[src/rtl/nand_ecc_pkg.sv]
package nand_ecc_pkg;

  localparam int BIDX_W = 9;
  localparam int HALF_W = 12;
  localparam int CODE_W = 2 * HALF_W;

  // Contribution of one byte at chunk offset bidx: {even half, odd half}.
  function automatic logic [CODE_W-1:0] byte_code(input logic [7:0] d,
                                                   input logic [BIDX_W-1:0] bidx);
    logic [HALF_W-1:0] odd_h;
    logic [HALF_W-1:0] even_h;
    logic              par;
    par    = ^d;
    odd_h  = '0;
    even_h = '0;
    for (int k = 0; k < 3; k++) begin
      for (int i = 0; i < 8; i++) begin
        if (((i >> k) & 1) == 1) odd_h[k]  = odd_h[k] ^ d[i];
        else                     even_h[k] = even_h[k] ^ d[i];
      end
    end
    for (int k = 0; k < BIDX_W; k++) begin
      odd_h[k+3]  = par & bidx[k];
      even_h[k+3] = par & ~bidx[k];
    end
    return {even_h, odd_h};
  endfunction

  function automatic logic [2:0] chunks_for(input logic [1:0] sz);
    case (sz)
      2'd3:    return 3'd4;
      2'd2:    return 3'd2;
      default: return 3'd1;
    endcase
  endfunction

endpackage

[src/rtl/nand_ecc_feed.sv]
module nand_ecc_feed
  import nand_ecc_pkg::*;
#(
  parameter int CHUNK_BYTES = 512
) (
  input  logic              clk,
  input  logic              rst_n,
  input  logic [1:0]        cfg_size,
  input  logic              in_valid,
  input  logic [7:0]        in_data,
  input  logic              in_last,
  output logic              s_valid,
  output logic              s_first,
  output logic              s_close,
  output logic              s_last,
  output logic [7:0]        s_data,
  output logic [BIDX_W-1:0] s_bidx,
  output logic [1:0]        s_chunk
);
  localparam int CNT_W = $clog2(CHUNK_BYTES);
  localparam logic [CNT_W-1:0] LAST_OFS = CNT_W'(CHUNK_BYTES - 1);

  logic             page_open;
  logic [CNT_W-1:0] byte_cnt;
  logic [1:0]       chunk_cnt;
  logic [2:0]       nch_q;
  logic [2:0]       nch_now;
  logic [1:0]       chunk_mask;
  logic             full;

  always_comb begin
    nch_now    = page_open ? nch_q : chunks_for(cfg_size);
    chunk_mask = 2'(nch_now - 3'd1);
    full       = (byte_cnt == LAST_OFS);
  end

  always_ff @(posedge clk) begin
    if (!rst_n) begin
      page_open <= 1'b0;
      byte_cnt  <= '0;
      chunk_cnt <= '0;
      nch_q     <= 3'd1;
      s_valid   <= 1'b0;
      s_first   <= 1'b0;
      s_close   <= 1'b0;
      s_last    <= 1'b0;
      s_data    <= '0;
      s_bidx    <= '0;
      s_chunk   <= '0;
    end else begin
      s_valid <= in_valid;
      if (in_valid) begin
        s_data  <= in_data;
        s_bidx  <= BIDX_W'(byte_cnt);
        s_chunk <= chunk_cnt;
        s_first <= !page_open;
        s_close <= full | in_last;
        s_last  <= in_last;
        if (in_last) begin
          page_open <= 1'b0;
          byte_cnt  <= '0;
          chunk_cnt <= '0;
        end else begin
          page_open <= 1'b1;
          if (!page_open) nch_q <= nch_now;
          if (full) begin
            byte_cnt  <= '0;
            chunk_cnt <= (chunk_cnt + 2'd1) & chunk_mask;
          end else begin
            byte_cnt <= byte_cnt + CNT_W'(1);
          end
        end
      end
    end
  end

endmodule

[src/rtl/nand_ecc_accum.sv]
module nand_ecc_accum
  import nand_ecc_pkg::*;
#(
  parameter int NUM_SLOTS = 4
) (
  input  logic              clk,
  input  logic              rst_n,
  input  logic              s_valid,
  input  logic              s_first,
  input  logic              s_close,
  input  logic [7:0]        s_data,
  input  logic [BIDX_W-1:0] s_bidx,
  input  logic [1:0]        s_chunk,
  output logic [NUM_SLOTS-1:0] slot_valid,
  output logic [CODE_W-1:0] slot_code [NUM_SLOTS],
  output logic [CODE_W-1:0] acc_q
);
  logic [CODE_W-1:0] closing;

  always_comb closing = acc_q ^ byte_code(s_data, s_bidx);

  always_ff @(posedge clk) begin
    if (!rst_n)       acc_q <= '0;
    else if (s_valid) acc_q <= s_close ? '0 : closing;
  end

  for (genvar g = 0; g < NUM_SLOTS; g++) begin : g_slot
    always_ff @(posedge clk) begin
      if (!rst_n) begin
        slot_code[g]  <= '0;
        slot_valid[g] <= 1'b0;
      end else if (s_valid) begin
        if (s_close && (s_chunk == 2'(g))) begin
          slot_code[g]  <= closing;
          slot_valid[g] <= 1'b1;
        end else if (s_first) begin
          slot_valid[g] <= 1'b0;
        end
      end
    end
  end

endmodule

[src/rtl/nand_page_ecc.sv]
module nand_page_ecc
  import nand_ecc_pkg::*;
#(
  parameter int CHUNK_BYTES = 512
) (
  input  logic        clk,
  input  logic        rst_n,
  input  logic [1:0]  cfg_page_size,
  input  logic        beat_valid,
  input  logic [7:0]  beat_data,
  input  logic        beat_last,
  input  logic [1:0]  rd_sel,
  output logic [31:0] rd_word,
  output logic        busy
);
  localparam int NUM_SLOTS = 4;

  logic              s_valid, s_first, s_close, s_last;
  logic [7:0]        s_data;
  logic [BIDX_W-1:0] s_bidx;
  logic [1:0]        s_chunk;
  logic [NUM_SLOTS-1:0] slot_valid;
  logic [CODE_W-1:0] slot_code [NUM_SLOTS];
  logic [CODE_W-1:0] acc_q;
  logic              chunk_done;

  nand_ecc_feed #(.CHUNK_BYTES(CHUNK_BYTES)) u_feed (
    .clk      (clk),
    .rst_n    (rst_n),
    .cfg_size (cfg_page_size),
    .in_valid (beat_valid),
    .in_data  (beat_data),
    .in_last  (beat_last),
    .s_valid  (s_valid),
    .s_first  (s_first),
    .s_close  (s_close),
    .s_last   (s_last),
    .s_data   (s_data),
    .s_bidx   (s_bidx),
    .s_chunk  (s_chunk)
  );

  nand_ecc_accum #(.NUM_SLOTS(NUM_SLOTS)) u_accum (
    .clk        (clk),
    .rst_n      (rst_n),
    .s_valid    (s_valid),
    .s_first    (s_first),
    .s_close    (s_close),
    .s_data     (s_data),
    .s_bidx     (s_bidx),
    .s_chunk    (s_chunk),
    .slot_valid (slot_valid),
    .slot_code  (slot_code),
    .acc_q      (acc_q)
  );

  always_comb begin
    chunk_done = s_valid & s_close;
    busy       = s_valid & s_last;
    rd_word    = {1'b0, slot_valid[rd_sel], 6'b0, slot_code[rd_sel]};
  end

endmodule

[config.mk]
export PLATFORM = sky130hd
export DESIGN_NAME = nand_page_ecc
export DESIGN_NICKNAME = d
export VERILOG_FILES = /design/src/rtl/nand_ecc_pkg.sv /design/src/rtl/nand_ecc_feed.sv /design/src/rtl/nand_ecc_accum.sv /design/src/rtl/nand_page_ecc.sv
export SDC_FILE = /design/constraint.sdc
export NUM_CORES = 1
export LEC_CHECK = 0
export BUFFER_PORTS_ARGS = -buffer_cell sky130_fd_sc_hd__buf_2
export CORE_UTILIZATION = 57
export CTS_BUF_LIST = sky130_fd_sc_hd__clkbuf_4 sky130_fd_sc_hd__clkbuf_8
export CTS_CLUSTER_SIZE = 20
export DETAILED_ROUTE_END_ITERATION = 8
export PLACE_DENSITY = 0.79
export SETUP_SLACK_MARGIN = 0.2
export SLEW_MARGIN = 20
export SYNTH_ARGS = -nofsm -noshare
export SYNTH_HDL_FRONTEND = slang
export SYNTH_SLANG_ARGS = --single-unit
[constraint.sdc]
create_clock -name clk -period 2 [get_ports clk]
set_input_delay 0.2 -clock clk [delete_from_list [all_inputs] [get_ports clk]]
set_output_delay 0.2 -clock clk [all_outputs]
set_load 0.005 [all_outputs]
==> results.json <==
{
  "status": "finished clean",
  "fmax_mhz": 510.0,
  "slowest_delay_ns": 0.38,
  "drtPass1Iterations": 5,
  "power_frac_seq_pct": 45.9,
  "slowest_stage": "or3_4",
  "vias": 6225,
  "hpwlAfterDp_um": 10750,
  "setup_viol": 0,
  "slew_viol_final": 0,
  "cts_max_level": 4,
  "timing.slew.headroom_pct": 61.37,
  "finalCritPeriodShare_pct": 98.05,
  "end_kind": "flop",
  "cap_violations": 0,
  "antenna_found_initial": 0,
  "power.leakage_uw": 0.002944,
  "port_buffers": 41,
  "antenna_left": 0,
  "fin_hold_ws_ns": 0.03777,
  "dp_cells": 948,
  "instances_no_fill": 996,
  "clkPwrFrac_pct": 35.7,
  "die-area_mm2": 0.01307,
  "tightest_slew_ns": 0.5753,
  "cts_sinks": 161,
  "ys_types": 39,
  "routed_wl_um": 18250,
  "die-width_um": 114.3,
  "ys_seq_area_share_pct": 44.82,
  "start_util_pct": 59.14,
  "fillCellCount": 842,
  "peakVddDrop_mv": 0.7272,
  "p_comb_share_pct": 18.4,
  "crit_fanout": 50,
  "crit_chain": "xnor2_4 -> xnor2_2 -> buf_4 -> xnor2_4 -> buf_12 -> or3_4 -> a311oi_2",
  "drt_iter0_markers": 558,
  "core_mm2": 0.01216,
  "wire_per_inst_um": 18.32,
  "grt_pass1_wl_um": 28850,
  "power.switching_uw": 2038,
  "grt_max_degree": 96,
  "ys.warnings.count": 0,
  "gp_congestion": 0.7730,
  "powerDensity_mw_per_mm2": 835.1,
  "fin_crit_ns": 1.961,
  "startpoint_type": "flop",
  "avgViaCountPerCell": 6.250,
  "total_power_uw": 7354,
  "layout-drive-gt1-share_pct": 27.54,
  "globalRouteOverflowTotal": 0,
  "rsz0062_at_grt": "true",
  "syn_to_final_growth_pct": 22.44,
  "insertion_delay_ns": 0.45,
  "grt_pass1_vias": 5962,
  "p_int_uw": 5316,
  "drcViolationCount": 0,
  "die_h_um": 114.3,
  "postSynthAreaPerCell_um2": 9.244,
  "skew_ns": 0.009462,
  "hold_viol": 0,
  "min_path_type": "in2reg",
  "n_antenna_cell": 0,
  "clkSlewWorstSetupHoldPaths_ns": 0.08,
  "worstPathArrival_ns": 2.32,
  "io_pins": 49,
  "cts_tree": "done",
  "place_ws_ns": -0.06471,
  "r2r_slack_ns": 0.04,
  "cts.path.max_buffers": 2,
  "clockRootBuffer": "clkbuf_8",
  "yosys_register_bits": 161,
  "required_ns": 2.36,
  "synthCells": 778,
  "regArea_mm2": 0.003246,
  "nNetsFinal": 833,
  "critPathKind": "reg2reg",
  "std_cell_rows": 40,
  "netlist_area_mm2": 0.007192,
  "multi_input_area_mm2": 0.004245,
  "setup_slack_ns": 0.03909,
  "cts_made_buffers": 17,
  "track_usage_pct": 28.09,
  "crit_top_cell": "xnor2_4",
  "power_switching_share_pct": 27.71
}
-- placed cells by master (no fill, tap or decap), types with 9 or more instances in the layout --
master / instances
buf_4: 12
nand2b_1: 26
nor2b_1: 27
a311oi_1: 22
mux4_2: 25
buf_2: 41
xnor2_1: 15
or3_4: 18
a31oi_1: 9
a311oi_2: 50
nor2_1: 107
or4_1: 9
nor4_1: 9
dlygate4sd3_1: 9
inv_1: 14
a21oi_1: 42
a21oi_2: 9
mux2i_1: 23
o31a_1: 9
dfxtp_1: 151
nand2_1: 61
o21ai_0: 14
o21ai_1: 16
clkbuf_8: 19
-- metrics by stage --
step / cell area [um2] / TNS [ns] / util (%)
6_report: 8806 / 0 / 72.41
5_1_grt: 8806 / -0.02962 / 72.41
4_1_cts: 8469 / 0 / 69.64
3_5_place_dp: 7670 / -0.3709 / 63.07
3_3_place_gp: 7670 / 0 / 63.07
2_1_floorplan: 7261 / 0 / -
-- final timing paths --
check | startpoint | cells after the start | end
worst min-delay path | beat_data[1] | 3 | u_feed.s_data[1]
worst max-delay path | u_feed.s_data[6] | 7 | u_accum.slot_code[8]
worst min register to register | u_accum.slot_code[37] | 2 | u_accum.slot_code[37]
worst max register to register | u_feed.s_data[6] | 7 | u_accum.slot_code[8]
-- Yosys cell counts --
cell / n / area (um2)
nand3_1: 4 / 20.02
a22oi_1: 1 / 7.510
xor2_1: 5 / 43.79
nor4b_1: 1 / 8.760
nand4_1: 4 / 25.02
nor2_1: 109 / 409.1
conb_1: 1 / 3.750
nand3b_1: 1 / 7.510
or4_1: 9 / 67.56
nand2b_1: 26 / 162.7
buf_1: 6 / 22.52
clkbuf_1: 50 / 187.7
or3_1: 20 / 125.1
mux4_2: 25 / 563.0
o22ai_1: 2 / 12.51
a211oi_1: 1 / 7.510
or2_2: 1 / 6.260
inv_2: 1 / 3.750
and2_1: 4 / 25.02
nor3b_1: 1 / 7.510
nor2b_1: 27 / 168.9
inv_1: 14 / 52.55
mux2i_1: 23 / 230.2
a311oi_1: 72 / 630.6
ha_1: 2 / 25.02
xnor2_1: 19 / 166.4
a31oi_1: 9 / 56.30
buf_4: 7 / 52.55
o31a_1: 9 / 78.83
o21ai_0: 32 / 160.2
nor3_1: 4 / 20.02
o211ai_1: 1 / 7.510
o31ai_1: 1 / 7.510
xnor2_2: 3 / 48.80
nor4_1: 9 / 56.30
a21oi_1: 51 / 255.2
nand2_1: 61 / 229.0
and3_1: 1 / 6.260
dfxtp_1: 161 / 3223
-- routing by layer --
layer	part of all wire (%)	vias up	GRT usage, %	wire length [um]
met2	51	212	47.88	9352
met1	41	3085	35.55	7441
li1	-	2892	-	-
met5	0	-	0	0
met3	6.0	36	5.558	1102
met4	1.9	0	9.784	355
-- power by group through the flow --
| stage | Clock (uW) | Sequential (uW) | Combinational, uW |
|---|---|---|---|
| 2_1_floorplan | 0 | 3410 | 746 |
| 3_3_place_gp | 0 | 3430 | 964 |
| 3_5_place_dp | 0 | 3440 | 1010 |
| 4_1_cts | 2650 | 3360 | 1180 |
| 5_1_grt | 2780 | 3390 | 1440 |
| 6_report | 2630 | 3370 | 1350 |
-- cell type report --
class | count | area share (%)
multi-input combinational | 545 | 48.21
sequential | 161 | 36.86
timing repair buffer | 75 | 6.834
clock buffer | 23 | 3.311
tap | 168 | 2.387
clock inverter | 9 | 1.748
inverter | 15 | 0.6536
-- critical path, delay by kind of cell (launching register included) --
kind	cells	cell delay (ns)
AOI/OAI and AO/OA	1	0.28
xor gates and xnor gates	3	0.45
buffers and inverters	2	0.36
DFF	1	0.37
and+or+nand+nor	1	0.38
-- kinds of logic (layout without fill, tap and decap cells) --
group,Yosys count,in the layout,share of synthesized area [%]
adder cells (fa/ha/maj),2,2,0.3479
flip-flops,161,161,44.82
other,1,7,0.05214
XOR/XNOR,27,27,3.601
multiplexers,48,48,11.03
AO/OA/AOI/OAI,179,179,17.01
AND/OR/NAND/NOR,282,282,18.70
buffers and inverters,78,122,4.436
-- flip-flops by register name, indices dropped and copies added, names as in the netlist, 2 cells and up --
name / cells
u_accum.slot_code: 96
u_accum.acc_q: 24
u_feed.byte_cnt: 9
u_feed.s_bidx: 9
u_feed.s_data: 8
u_accum.slot_valid: 4
u_feed.chunk_cnt: 2
u_feed.nch_q: 2
u_feed.s_chunk: 2
-- timing repair --
action / 4_1_cts / 5_1_grt
hold buffers: 9 / 0
pin swaps: 18 / 25
setup endpoints to repair: 90 / 97
resized for setup: 49 / 72
endpoints found under the hold margin: 9 / 0
gates cloned: 1 / 0
buffers inserted: 4 / 2
(Power assumes the default switching activity.)
